--- config.mk ---
export PLATFORM = sky130hd
export DESIGN_NAME = smb_regslave
export DESIGN_NICKNAME = d
export VERILOG_FILES = /design/src/rtl/smb_pkg.sv /design/src/rtl/smb_sync.sv /design/src/rtl/smb_regfile.sv /design/src/rtl/smb_ctrl.sv /design/src/rtl/smb_regslave.sv
export SDC_FILE = /design/constraint.sdc
export NUM_CORES = 1
export LEC_CHECK = 0
export ABC_AREA = 1
export BUFFER_PORTS_ARGS = -buffer_cell sky130_fd_sc_hd__buf_2
export CORE_ASPECT_RATIO = 1.1
export CORE_UTILIZATION = 60
export CTS_CLUSTER_SIZE = 16
export DETAILED_ROUTE_END_ITERATION = 8
export PLACE_DENSITY_LB_ADDON = 0.12
export REMOVE_ABC_BUFFERS = 1
export SLEW_MARGIN = 20
export SYNTH_ARGS = -nofsm -noshare
export SYNTH_HDL_FRONTEND = slang
export SYNTH_HIERARCHICAL = 1
export SYNTH_SLANG_ARGS = --single-unit
--- constraint.sdc ---
create_clock -name clk -period 1.89 [get_ports clk]
set_input_delay 0.189 -clock clk [delete_from_list [all_inputs] [get_ports clk]]
set_output_delay 0.189 -clock clk [all_outputs]
set_load 0.02 [all_outputs]
--- src/rtl/smb_pkg.sv ---
package smb_pkg;

    localparam int unsigned REG_W    = 16;
    localparam int unsigned BYTE_W   = 8;
    localparam logic [6:0]  DEV_ADDR = 7'b0001001;
    localparam logic [7:0]  CHG_PTR  = 8'h14;
    localparam logic [3:0]  BIT_ACK  = 4'd8;
    localparam logic [3:0]  BIT_END  = 4'd9;

    typedef enum logic [2:0] {
        ST_IDLE,
        ST_ADDR,
        ST_PTR,
        ST_WDATA,
        ST_RDATA,
        ST_IGN
    } smb_state_e;

    typedef struct packed {
        logic scl;
        logic sda;
        logic scl_rise;
        logic scl_fall;
        logic start;
        logic stop;
    } bus_evt_t;

    typedef struct packed {
        logic              we;
        logic [7:0]        ptr;
        logic              hi;
        logic [BYTE_W-1:0] data;
    } wr_req_t;

    function automatic logic [BYTE_W-1:0] half_of(input logic [REG_W-1:0] w, input logic hi);
        return hi ? w[REG_W-1:BYTE_W] : w[BYTE_W-1:0];
    endfunction

endpackage

--- src/rtl/smb_sync.sv ---
module smb_sync
    import smb_pkg::*;
#(
    parameter int unsigned STAGES = 2
) (
    input  logic     clk,
    input  logic     rst,
    input  logic     scl_i,
    input  logic     sda_i,
    output bus_evt_t evt
);
    localparam int unsigned LINES = 2;

    logic [LINES-1:0] raw;
    logic [LINES-1:0] lvl;
    logic [LINES-1:0] lvl_q;

    assign raw = {scl_i, sda_i};

    for (genvar g = 0; g < LINES; g++) begin : g_line
        logic [STAGES-1:0] chain;
        always_ff @(posedge clk) begin
            if (rst) chain <= '1;
            else     chain <= {chain[STAGES-2:0], raw[g]};
        end
        assign lvl[g] = chain[STAGES-1];
    end

    always_ff @(posedge clk) begin
        if (rst) lvl_q <= '1;
        else     lvl_q <= lvl;
    end

    always_comb begin
        evt.scl      = lvl[1];
        evt.sda      = lvl[0];
        evt.scl_rise = lvl[1] & ~lvl_q[1];
        evt.scl_fall = ~lvl[1] & lvl_q[1];
        evt.start    = lvl[1] & lvl_q[1] & lvl_q[0] & ~lvl[0];
        evt.stop     = lvl[1] & lvl_q[1] & ~lvl_q[0] & lvl[0];
    end

endmodule

--- src/rtl/smb_regfile.sv ---
module smb_regfile
    import smb_pkg::*;
#(
    parameter int unsigned NREG = 4,
    parameter logic [7:0]  BASE = CHG_PTR
) (
    input  logic              clk,
    input  logic              rst,
    input  wr_req_t           wr,
    input  logic [7:0]        rd_ptr,
    input  logic              rd_hi,
    output logic [BYTE_W-1:0] rd_byte,
    output logic [REG_W-1:0]  chg_cur_o
);
    localparam int unsigned IDX_W   = (NREG > 1) ? $clog2(NREG) : 1;
    localparam int unsigned CHG_IDX = int'(CHG_PTR) - int'(BASE);

    logic [REG_W-1:0] regs_q [NREG];
    logic [7:0]       wr_off;
    logic [7:0]       rd_off;
    logic             wr_hit;
    logic             rd_hit;

    assign wr_off = wr.ptr - BASE;
    assign rd_off = rd_ptr - BASE;
    assign wr_hit = wr.we && (wr_off < 8'(NREG));
    assign rd_hit = rd_off < 8'(NREG);

    for (genvar i = 0; i < NREG; i++) begin : g_reg
        always_ff @(posedge clk) begin
            if (rst) begin
                regs_q[i] <= '0;
            end else if (wr_hit && (wr_off == 8'(i))) begin
                if (wr.hi) regs_q[i][REG_W-1:BYTE_W] <= wr.data;
                else       regs_q[i][BYTE_W-1:0]     <= wr.data;
            end
        end
    end

    assign rd_byte   = rd_hit ? half_of(regs_q[rd_off[IDX_W-1:0]], rd_hi) : '0;
    assign chg_cur_o = regs_q[CHG_IDX];

endmodule

--- src/rtl/smb_ctrl.sv ---
module smb_ctrl
    import smb_pkg::*;
(
    input  logic              clk,
    input  logic              rst,
    input  bus_evt_t          evt,
    input  logic [BYTE_W-1:0] rd_byte,
    output wr_req_t           wr,
    output logic [7:0]        rd_ptr,
    output logic              rd_hi,
    output logic              sda_oe,
    output smb_state_e        st_o,
    output logic [3:0]        bitcnt_o
);
    smb_state_e        st;
    logic [3:0]        bitcnt;
    logic [BYTE_W-1:0] sreg;
    logic [BYTE_W-1:0] txb;
    logic [7:0]        ptr;
    logic              bsel;
    logic              rw;
    logic              mack;
    logic              oe;
    logic              active;

    assign active = (st == ST_ADDR) || (st == ST_PTR) || (st == ST_WDATA) || (st == ST_RDATA);

    always_ff @(posedge clk) begin
        if (rst) begin
            st     <= ST_IDLE;
            bitcnt <= '0;
            sreg   <= '0;
            txb    <= '0;
            ptr    <= '0;
            bsel   <= 1'b0;
            rw     <= 1'b0;
            mack   <= 1'b0;
            oe     <= 1'b0;
            wr     <= '0;
        end else begin
            wr.we <= 1'b0;
            if (evt.start) begin
                st     <= ST_ADDR;
                bitcnt <= '0;
                oe     <= 1'b0;
                bsel   <= 1'b0;
            end else if (evt.stop) begin
                st     <= ST_IDLE;
                bitcnt <= '0;
                oe     <= 1'b0;
            end else if (active && evt.scl_rise) begin
                if (bitcnt < BIT_ACK) sreg <= {sreg[BYTE_W-2:0], evt.sda};
                else                  mack <= ~evt.sda;
                bitcnt <= bitcnt + 4'd1;
            end else if (active && evt.scl_fall) begin
                if (bitcnt == BIT_ACK) begin
                    unique case (st)
                        ST_ADDR: begin
                            if (sreg[7:1] == DEV_ADDR) begin
                                oe <= 1'b1;
                                rw <= sreg[0];
                            end else begin
                                st <= ST_IGN;
                                oe <= 1'b0;
                            end
                        end
                        ST_PTR: begin
                            ptr  <= sreg;
                            bsel <= 1'b0;
                            oe   <= 1'b1;
                        end
                        ST_WDATA: begin
                            wr   <= '{we: 1'b1, ptr: ptr, hi: bsel, data: sreg};
                            oe   <= 1'b1;
                            bsel <= ~bsel;
                            if (bsel) ptr <= ptr + 8'd1;
                        end
                        default: begin
                            oe   <= 1'b0;
                            bsel <= ~bsel;
                            if (bsel) ptr <= ptr + 8'd1;
                        end
                    endcase
                end else if (bitcnt == BIT_END) begin
                    bitcnt <= '0;
                    unique case (st)
                        ST_ADDR: begin
                            if (rw) begin
                                st  <= ST_RDATA;
                                oe  <= ~rd_byte[7];
                                txb <= {rd_byte[6:0], 1'b0};
                            end else begin
                                st <= ST_PTR;
                                oe <= 1'b0;
                            end
                        end
                        ST_PTR: begin
                            st <= ST_WDATA;
                            oe <= 1'b0;
                        end
                        ST_WDATA: oe <= 1'b0;
                        default: begin
                            if (mack) begin
                                oe  <= ~rd_byte[7];
                                txb <= {rd_byte[6:0], 1'b0};
                            end else begin
                                st <= ST_IGN;
                                oe <= 1'b0;
                            end
                        end
                    endcase
                end else if (st == ST_RDATA) begin
                    oe  <= ~txb[7];
                    txb <= {txb[6:0], 1'b0};
                end
            end
        end
    end

    assign rd_ptr   = ptr;
    assign rd_hi    = bsel;
    assign sda_oe   = oe;
    assign st_o     = st;
    assign bitcnt_o = bitcnt;

endmodule

--- src/rtl/smb_regslave.sv ---
module smb_regslave
    import smb_pkg::*;
#(
    parameter int unsigned SYNC_STAGES = 2,
    parameter int unsigned NREG        = 4
) (
    input  logic             clk,
    input  logic             rst,
    input  logic             scl_i,
    input  logic             sda_i,
    output logic             sda_oe_o,
    output logic [REG_W-1:0] chg_cur_o
);
    bus_evt_t          evt;
    wr_req_t           wr;
    logic [7:0]        rd_ptr;
    logic              rd_hi;
    logic [BYTE_W-1:0] rd_byte;
    smb_state_e        ctl_st;
    logic [3:0]        ctl_bitcnt;

    smb_sync #(.STAGES(SYNC_STAGES)) u_sync (
        .clk   (clk),
        .rst   (rst),
        .scl_i (scl_i),
        .sda_i (sda_i),
        .evt   (evt)
    );

    smb_ctrl u_ctrl (
        .clk      (clk),
        .rst      (rst),
        .evt      (evt),
        .rd_byte  (rd_byte),
        .wr       (wr),
        .rd_ptr   (rd_ptr),
        .rd_hi    (rd_hi),
        .sda_oe   (sda_oe_o),
        .st_o     (ctl_st),
        .bitcnt_o (ctl_bitcnt)
    );

    smb_regfile #(.NREG(NREG), .BASE(CHG_PTR)) u_regs (
        .clk       (clk),
        .rst       (rst),
        .wr        (wr),
        .rd_ptr    (rd_ptr),
        .rd_hi     (rd_hi),
        .rd_byte   (rd_byte),
        .chg_cur_o (chg_cur_o)
    );

endmodule

# == Word-level counts from Yosys, hierarchy flattened ==
# Memory sizes are Yosys's and may differ from the RTL's.
# Cells that the tools add are included.
# word_totals
ram_bits,64
elab_cells,181
output_inout_bits,17
mem_count,1
inputBits,4
regBits,59
# op_classes
n_mux,70
bitwise,29
n_addsub,4
n_eq_ne,23
reduce_logical,34
magnitude_cmp,3
# mem_list
name,words,width,read_ports,rd_ports_with_merged_regs,write_ports,line,text
u_regs.regs_q,4,16,2,0,4,smb_regfile.sv:18,logic [REG_W-1:0] regs_q [NREG];
# ops
operator,n
$mux 8,15
$mux 1,38
$pmux 8 s2,2
$reduce_and 7->1,4
$mux 18,1
$mux 3,6
$eq 8x2->1 const B,2
$lt 8x3->1 const B,2
$mux 4,4
$sub 8x5->8 const B,2
$not 1->1,14
$reduce_bool 2->1,5
$pmux 3 s3,1
$reduce_and 9->1,1
$add 8x1->8 const B,1
$eq 4x4->1 const B,2
$eq 8x1->1 const B,1
$logic_not 8->1,1
$ne 4x4->1 const B,2
$or 1x1->1,8
$reduce_and 4->1,2
$and 1x1->1,7
$eq 7x4->1 const B,1
$logic_and 1x1->1,7
other kinds (22),34

# == Logic depth before layout (Yosys ltp) ==
# Gate-level depths: netlist (run 1).
# logic_depth
word_depth,9
depth_mapped,12
mapped_depth_nobuf,11

# == By module ==
# The synthesis (run 1) kept the hierarchy.
# by_module_without_submodules
mod,instances,area_each_um2,cells_per_inst
smb_regfile,1,3188.1,359
smb_ctrl,1,2542.4,372
smb_sync,1,212.7,26

# == Worst setup path after synthesis (run 1) ==
# Ideal clock, no wire load.
# synth_timing
path_kind,reg2reg
start,reg u_sync.g_line[0].chain[1]
end,"reg, netlist name u_ctrl/wr[12]"
n_path_buf,1
slack_ps,428
required_time_ps,1820
arrival_time_ps,1393
period_less_slack_ps,1462
stages_incl_launch_ff,10
setup_ps,70
cell_sequence,dfxtp_1 > inv_1 > nand2_1 > nor2_1 > nor2_1 > nand4_2 > nor2_2 > buf_4 > o21ai_0 > a21oi_1
# synth_lines
element,line,text
from (decl),smb_sync.sv:21,logic [STAGES-1:0] chain;
from (signal assigned),smb_sync.sv:24,"else chain <= {chain[STAGES-2:0], raw[g]};"

# == Worst setup path after layout (run 1) ==
# layout_timing
start,reg u_ctrl.ptr[1] (netlist: u_ctrl/rd_ptr[1])
end,reg u_ctrl.txb[2]
# layout_via
elab_chain_len,7
# layout_lines
element,line,text
from (decl),smb_ctrl.sv:19,logic [7:0] ptr;
from (signal assigned),smb_ctrl.sv:68,ptr <= sreg;
from (signal assigned),smb_ctrl.sv:76,if (bsel) ptr <= ptr + 8'd1;
from (signal assigned),smb_ctrl.sv:81,if (bsel) ptr <= ptr + 8'd1;
$sub 8x5->8 *,smb_regfile.sv:25,assign rd_off = rd_ptr - BASE;
branches (longest 2 deep; another with $lt 8x3->1),-,
$mux 8 *,smb_regfile.sv:40,"assign rd_byte = rd_hit ? half_of(regs_q[rd_off[IDX_W-1:0]], rd_hi) : '0;"
named net rd_byte[1],smb_regslave.sv:18,logic [BYTE_W-1:0] rd_byte;
"$mux 8, on equally long branches","smb_ctrl.sv:103, smb_ctrl.sv:88",
$pmux 8 s2 *,smb_ctrl.sv:86,unique case (st)
$mux 8 *,smb_ctrl.sv:84,end else if (bitcnt == BIT_END) begin
to (signal assigned),smb_ctrl.sv:91,"txb <= {rd_byte[6:0], 1'b0};"
to (signal assigned),smb_ctrl.sv:105,"txb <= {rd_byte[6:0], 1'b0};"
to (signal assigned),smb_ctrl.sv:114,"txb <= {txb[6:0], 1'b0};"
to (decl),smb_ctrl.sv:18,logic [BYTE_W-1:0] txb;
# Mark *: on every way through the listed nets, which the timed path passes. The select of a mux whose other input is x is not followed.
# A chain may end at the register's enable or synchronous reset.

==> impl_metrics.tcl, run 1 <==
set metrics [dict create \
    wire_per_inst_um 15.2 \
    grt_pass1_vias 4840 \
    multi_input_area_um2 2340 \
    dp_hpwl_mm 9.71 \
    clk_latency_ns 0.52 \
    clk_pin_slew_ns 0.06 \
    min_path_type "input port to register" \
    drive_gt1_frac 0.125 \
    yosys_warnings 6 \
    worst_slack_ns 0.145 \
    nFillCells 714 \
    switching_share 0.200 \
    p_comb_frac 0.029 \
    gp_congestion 0.887 \
    die_y_um 106 \
    drv_slew 0 \
    net-switching-power_uw 1300 \
    worstRegToRegCells 9 \
    clock-skew-final_ns 0.00520 \
    ff_latch_area_um2 3080 \
    relSlewSlack 0.635 \
    final_hold_viol_count 0 \
    synth_area_um2 5940 \
    dieArea_um2 10300 \
    grt_pass1_wl_mm 23.1 \
    grt_overflow 0 \
    drtIter0Drc 349 \
    clock-sinks 122 \
    rrSetupSlack_ns 0.14 \
    synth_cells 756 \
    period_minus_slack_ns 1.75 \
    rsz0062_at_grt "false" \
    drtAntennaViolNets 0 \
    grt_antenna_before_repair 0 \
    vias 5004 \
    end_kind "register" \
    worst_ir_drop_vdd_mv 0.772 \
    grt_use_total 0.289 \
    p_clk_frac 0.525 \
    worst_slew_pin_slew_ns 0.547 \
    die_width_um 96.8 \
    critPathRequiredTime_ns 2.30 \
    ios 21 \
    fin_crit_sh 0.923 \
    arrival_ns 2.16 \
    numCtsBuffers 17 \
    synth.avg_cell_area_um2 7.85 \
    cp_max_fo 15 \
    path_class "register to register" \
    grt_max_degree 34 \
    r2r-end "u_ctrl/txb[2]" \
    crit_start "u_ctrl/rd_ptr[1]" \
    n_antenna_cell 0 \
    crit_end "u_ctrl/txb[2]" \
    worstReg2RegStart "u_ctrl/rd_ptr[1]" \
    portBuffers 20 \
    powerDensity_nw_per_um2 945 \
    pwr-share-seq 0.445 \
    nets 797 \
    clock_path_buffers 2 \
    drt_wl_total_mm 14.0 \
    power_leakage_uw 0.00279 \
    htree_num_levels 4 \
    setup_viol_count_final 0 \
    dp_slack_ns 0.160 \
    viasPerCell 5.45 \
    root_buffer "clkbuf_8" \
    drc 0 \
    placementRows 37 \
    coreArea_um2 9490 \
    cts_tree "built" \
    final_util 0.723 \
    firstDrtPassIters 5 \
    fmax_mhz 573 \
    drv_cap 0 \
    area_growth_pct 15.6 \
    cp-start-kind "register" \
    start_util 0.625 \
    p_int_uw 5190 \
    status "completed" \
]
## power by group through the flow
stage,clock network (µW),logic [µW],registers (µW)
3_5_place_dp,0,186,2940
4_1_cts,3440,191,2890
2_1_floorplan,0,101,2960
3_3_place_gp,0,182,2940
5_1_grt,3560,212,2900
6_report,3400,191,2890
## state kept, by name, indices dropped and copies added (netlist names)
name,count
u_ctrl/bitcnt_o,4
u_ctrl/mack,1
u_ctrl/rd_hi,1
u_ctrl/rd_ptr,8
u_ctrl/rw,1
u_ctrl/sda_oe,1
u_ctrl/sreg,8
u_ctrl/st_o,3
u_ctrl/txb,7
u_ctrl/wr,18
u_regs/regs_q,64
u_sync/g_line.chain,4
u_sync/lvl_q,2
## per-stage QoR
step,area (µm²),hold WS (ns),total power [µW],instances,setup TNS (ns)
after floorplan,5790,0.258,3060,730,-1.57
after global placement,6170,0.369,3120,884,0
after detailed placement,6170,0.381,3130,884,0
after CTS,6840,0.0865,6520,918,0
after global routing,6860,0.108,6660,919,0
final,6860,0.0966,6480,919,0
## critical path, stage by stage, from the launching register on
cell,delay [ns]
dfxtp_1,0.47
clkinvlp_4,0.32
nand3_1,0.19
nand3_1,0.08
nand2_1,0.12
nor2_1,0.08
nand2_1,0.08
o21ai_0,0.11
nor2_1,0.13
nor2_1,0.06
## timing repair
action,CTS,global route
setup endpoints to repair,0,17
endpoints found under the hold margin,2,0
resized for setup,0,3
buffers inserted,0,1
hold buffers,2,0
## worst min-delay path by stage
stage,start,endpoint,slack (ns),depth (start not counted)
4_1_cts,rst,u_ctrl/rd_ptr[6],0.09,3
6_report,rst,u_ctrl/rd_ptr[0],0.1,3
3_5_place_dp,sda_i,u_sync/g_line[0].chain[0],0.38,2
2_1_floorplan,rst,u_ctrl/mack,0.26,1
3_3_place_gp,sda_i,u_sync/g_line[0].chain[0],0.37,2
5_1_grt,rst,u_ctrl/rd_ptr[7],0.11,3
## cell usage in the layout (no fill, tap or decap), types with 8 or more instances in the layout
master,instances
a21oi_1,42
buf_2,20
buf_4,17
clkbuf_16,20
dfxtp_1,58
edfxtp_1,64
inv_1,92
nand2_1,151
nand3_1,48
nand4_1,10
nor2_1,150
o21ai_0,57
o21ai_1,8
## area by class of cell
| cell class | count | share of cell area |
|---|---|---|
| clock buffers | 24 | 0.0801 |
| clock inverters | 8 | 0.0142 |
| inverters | 100 | 0.0554 |
| multi-input cells | 508 | 0.341 |
| flip-flops and latches | 122 | 0.449 |
| well taps | 117 | 0.0213 |
| repair buffers | 40 | 0.0390 |
## per-layer routing
metal  vias up  routed length [µm]  GRT usage
li1       2506                   -          -
met1      2289                5650      0.338
met2       172                7070      0.502
met3        37                 766     0.0559
met4         0                 506      0.161
met5         -                   0          0
(Power assumes the default switching activity.)
==> inputs of run 2 (changes only) <==
Settings changed: CTS_BUF_LIST set to sky130_fd_sc_hd__clkbuf_4.
Clock period 1.89 ns to 1.9 ns, I/O delays scaled along.
==> impl_metrics.tcl, run 2 (same netlist as run 1, synthesis figures left out) <==
set metrics [dict create \
    status "completed" \
    period_minus_slack_ns 1.73 \
    grt_use_total 0.280 \
    top_regs "u_regs/regs_q: 64 flops, u_ctrl/wr: 18 flops" \
    nFillCells 805 \
    gp_congestion 0.935 \
    clock_path_buffers 2 \
    final_hold_viol_count 0 \
    rrSetupSlack_ns 0.17 \
    layout_common_cells "nand2_1 (151), nor2_1 (150), inv_1 (92)" \
    die_y_um 106 \
    htree_num_levels 4 \
    setup_viol_count_final 0 \
    largest_reg_flops 64 \
    worst_ir_drop_vdd_mv 0.439 \
    grt_pass1_wl_mm 22.4 \
    area_growth_pct 9.78 \
    clk_latency_ns 0.51 \
    root_buffer "clkbuf_4" \
    grt_antenna_before_repair 0 \
    dp_slack_ns 0.196 \
    cp_max_fo 23 \
    die_width_um 96.8 \
    vias 4974 \
    powerDensity_nw_per_um2 778 \
    worst_slack_ns 0.167 \
    grt_overflow 0 \
    drtIter0Drc 401 \
    n_antenna_cell 0 \
    stdcell_count 917 \
    path_class "register to register" \
    rsz0062_at_grt "false" \
    drtAntennaViolNets 0 \
    crit_path_cell_trace "buf_4 -> nand2_1 -> nand3_1 -> nand3_1 -> nand2_1 -> nor2_1 -> nand2_1 -> o21ai_0 -> nor2_1 -> nor2_1" \
    top_register "u_regs/regs_q" \
    cp-start-kind "register" \
    viasPerCell 5.42 \
    grtUsageMet2 0.487 \
    place_inst 882 \
    worst_path_max_delay_cell "dfxtp_1" \
    fin_crit_sh 0.912 \
    relSlewSlack 0.631 \
    min_path_type "input port to register" \
    clock-skew-final_ns 0.0133 \
    drc 0 \
    final_area_um2 6520 \
    whs_ns 0.101 \
    grt_busiest_layer "met2" \
    ios 21 \
    nets 795 \
    arrival_ns 2.14 \
    gr-usage-met1 0.328 \
    grt_util_met3 0.0651 \
    power_leakage_uw 0.00264 \
    drt_wl_total_mm 13.5 \
    drive_gt1_frac 0.121 \
    start_util 0.625 \
    end_kind "register" \
    fmax_mhz 577 \
    placedInstanceArea_um2 6160 \
    grt_pass1_vias 4691 \
    dieArea_um2 10300 \
    critPathRequiredTime_ns 2.31 \
    grt_max_degree 34 \
    numCtsBuffers 17 \
    portBuffers 20 \
    clock-sinks 122 \
    crit_path_max_incr_delay_ns 0.47 \
    drv_cap 0 \
    coreArea_um2 9490 \
    firstDrtPassIters 5 \
    clk_pin_slew_ns 0.10 \
    cts_tree "built" \
    wire_per_inst_um 14.8 \
    final_common_cell "nand2_1" \
    dp_hpwl_mm 9.62 \
    drv_slew 0 \
    placementRows 37 \
    worst_slew_pin_slew_ns 0.552 \
    finalPower_uw 5070 \
]
-- run 2: cell types whose count changed in the layout (fill, tap and decap cells not counted) --
cell	change
clkbuf_8	-3
clkbuf_4	+18
clkinv_1	+1
bufinv_16	+2
clkinvlp_4	-1
clkinv_2	+1
clkinv_4	+1
clkbuf_16	-20
buf_4	-2
inv_4	+1
-- run 2: critical path, delay by kind of cell (launching register included) --
kind                   cells  cell delay (ns)
AOI/OAI and AO/OA          1             0.10
buffers and inverters      1             0.32
DFF                        1             0.47
and+or+nand+nor            8             0.75
-- run 2: layout make-up --
type	count	area, µm²	share of cell area
repair buffers	38	253	0.0388
well taps	117	146	0.0225
clock inverters	13	174	0.0267
multi-input cells	508	2340	0.359
clock buffers	19	143	0.0219
flip-flops and latches	122	3080	0.473
inverters	100	380	0.0584
-- run 2: what timing repair did --
action / in CTS / in global routing
resized for setup: 0 / 3
endpoints found under the hold margin: 2 / 0
setup buffers: 0 / 1
setup endpoints to repair: 0 / 8
hold buffers: 2 / 0
-- run 2: final timing paths --
path                                                   to                 startpoint  depth (start not counted)
worst min-delay path                          u_ctrl/mack                        rst                          3
worst max register to register              u_ctrl/txb[7]           u_ctrl/rd_ptr[0]                         10
worst min register to register  u_sync/g_line[0].chain[1]  u_sync/g_line[0].chain[0]                          1
worst max-delay path                        u_ctrl/txb[7]           u_ctrl/rd_ptr[0]                         10
-- run 2: layer usage --
layer / vias up / wire length (µm)
met5: - / 0
met4: 0 / 394
met3: 34 / 764
met2: 160 / 6840
met1: 2280 / 5520
li1: 2500 / -
-- run 2: power breakdown --
part / internal (µW) / total [µW] / switching (µW)
clock network: 1070 / 2010 / 948
logic: 54.5 / 189 / 135
registers: 2840 / 2870 / 28.2
total: 3960 / 5070 / 1110
-- run 2: per-stage QoR --
step	setup TNS [ns]	utilization
2_1_floorplan	-1.49	-
3_3_place_gp	0	0.649
3_5_place_dp	0	0.649
4_1_cts	0	0.684
5_1_grt	0	0.687
6_report	0	0.687
==> inputs of run 3 (changes only) <==
Settings changed: CORE_ASPECT_RATIO 1.1 to not set.
==> impl_metrics.tcl, run 3 (same netlist as run 1, synthesis figures left out) <==
set metrics [dict create \
    gp_congestion 0.857 \
    switching_share 0.234 \
    numCtsBuffers 17 \
    root_buffer "clkbuf_4" \
    grt_pass1_vias 4653 \
    die_width_um 101 \
    p_int_uw 3830 \
    vias 4990 \
    drtAntennaViolNets 0 \
    drv_slew 0 \
    p_comb_frac 0.038 \
    cts_tree "built" \
    clk_pin_slew_ns 0.11 \
    multi_input_area_um2 2350 \
    drive_gt1_frac 0.118 \
    ff_latch_area_um2 3080 \
    min_path_type "input port to register" \
    grt_antenna_before_repair 0 \
    powerDensity_nw_per_um2 764 \
    rsz0062_at_grt "false" \
    setup_viol_count_final 0 \
    drtIter0Drc 339 \
    drv_cap 0 \
    path_class "register to register" \
    htree_num_levels 4 \
    worst_ir_drop_vdd_mv 0.442 \
    final_area_um2 6540 \
    end_kind "register" \
    postCtsSetupRepairBufs 0 \
    viasPerCell 5.39 \
    ios 21 \
    place_inst 892 \
    firstDrtPassIters 5 \
    nFillCells 754 \
    arrival_ns 2.13 \
    dieArea_um2 10300 \
    drc 0 \
    n_antenna_cell 0 \
    nets 792 \
    finalPower_uw 4990 \
    critPathRequiredTime_ns 2.35 \
    layout_common_cells "nand2_1 (151), nor2_1 (150), inv_1 (93)" \
    wire_per_inst_um 14.4 \
    cp_max_fo 13 \
    power_leakage_uw 0.00262 \
    top_register "u_regs/regs_q" \
    drt_wl_total_mm 13.3 \
    dp_slack_ns 0.196 \
    grt_max_degree 37 \
    placementRows 35 \
    top_regs "u_regs/regs_q: 64 flops, u_ctrl/wr: 18 flops" \
    clock-skew-final_ns 0.0249 \
    status "completed" \
    whs_ns 0.115 \
    relSlewSlack 0.643 \
    final_common_cell "nand2_1" \
    clk_latency_ns 0.53 \
    dp_hpwl_mm 9.20 \
    portBuffers 20 \
    placedInstanceArea_um2 6180 \
    p_clk_frac 0.387 \
    pwr-share-seq 0.575 \
    clock-sinks 122 \
    net-switching-power_uw 1170 \
    largest_reg_flops 64 \
    start_util 0.630 \
    period_minus_slack_ns 1.69 \
    worst_slew_pin_slew_ns 0.535 \
    grt_pass1_wl_mm 22.4 \
    die_y_um 101 \
    coreArea_um2 9420 \
    clock_path_buffers 2 \
    fmax_mhz 593 \
    final_hold_viol_count 0 \
    grt_overflow 0 \
    stdcell_count 926 \
    cp-start-kind "register" \
    worst_slack_ns 0.215 \
    area_growth_pct 10.1 \
    grt_use_total 0.288 \
    fin_crit_sh 0.887 \
]
-- run 3: changes by cell type in the layout (fill, tap and decap cells not counted), moves of 2 or more --
| cell | delta |
|---|---|
| clkinv_2 | -4 |
| buf_12 | +2 |
| clkinvlp_4 | +4 |
| buf_4 | -5 |
| inv_6 | +2 |
-- run 3: final cells by class --
| type | instances | area share |
|---|---|---|
| multi-input combinational | 508 | 0.360 |
| clock inverter | 14 | 0.0262 |
| timing repair buffer | 35 | 0.0391 |
| sequential | 122 | 0.472 |
| tap | 129 | 0.0247 |
| inverter | 100 | 0.0578 |
| clock buffer | 18 | 0.0207 |
-- run 3: final timing paths --
check                             from                   endpoint  slack [ns]  cells after the start
min                                rst           u_ctrl/rd_ptr[7]        0.12                      3
max                 u_ctrl/bitcnt_o[0]              u_ctrl/txb[6]        0.21                      9
min reg2reg  u_sync/g_line[1].chain[0]  u_sync/g_line[1].chain[1]        0.42                      1
max reg2reg         u_ctrl/bitcnt_o[0]              u_ctrl/txb[6]        0.21                      9
-- run 3: repair_timing --
| item | in CTS | in global routing |
|---|---|---|
| gates resized for setup | 0 | 6 |
| setup endpoints to repair | 0 | 27 |
| hold buffers | 2 | 0 |
| endpoints found under the hold margin | 2 | 0 |
-- run 3: per-layer routing --
metal  vias to the layer above  wire length [µm]  track usage
met5                         -                 0            0
met1                      2272              5600        0.362
met4                         0               454        0.138
met2                       198              6300        0.478
li1                       2488                 -            -
met3                        32               979       0.0552
-- run 3: metrics by stage --
| stage | TNS, ns | util |
|---|---|---|
| 2_1_floorplan | -1.49 | - |
| 3_3_place_gp | 0 | 0.657 |
| 3_5_place_dp | 0 | 0.657 |
| 4_1_cts | 0 | 0.691 |
| 5_1_grt | 0 | 0.694 |
| 6_report | 0 | 0.694 |
-- run 3: power by group through the flow --
| stage | sequential (µW) | clock, µW | combinational [µW] |
|---|---|---|---|
| finish | 2870 | 1930 | 190 |
| global placement | 2930 | 0 | 183 |
| floorplan | 2940 | 0 | 101 |
| global route | 2880 | 2100 | 215 |
| detailed placement | 2930 | 0 | 185 |
| CTS | 2870 | 1970 | 190 |
-- run 3: critical path: stages, from the launching register on --
cell and delay (ns):
dfxtp_1 0.43, inv_1 0.07, ha_2 0.21, nand2_2 0.13, inv_2 0.10, nor2_2 0.15
nand3_2 0.23, nand2_1 0.15, nand2_1 0.06, nor2_1 0.09
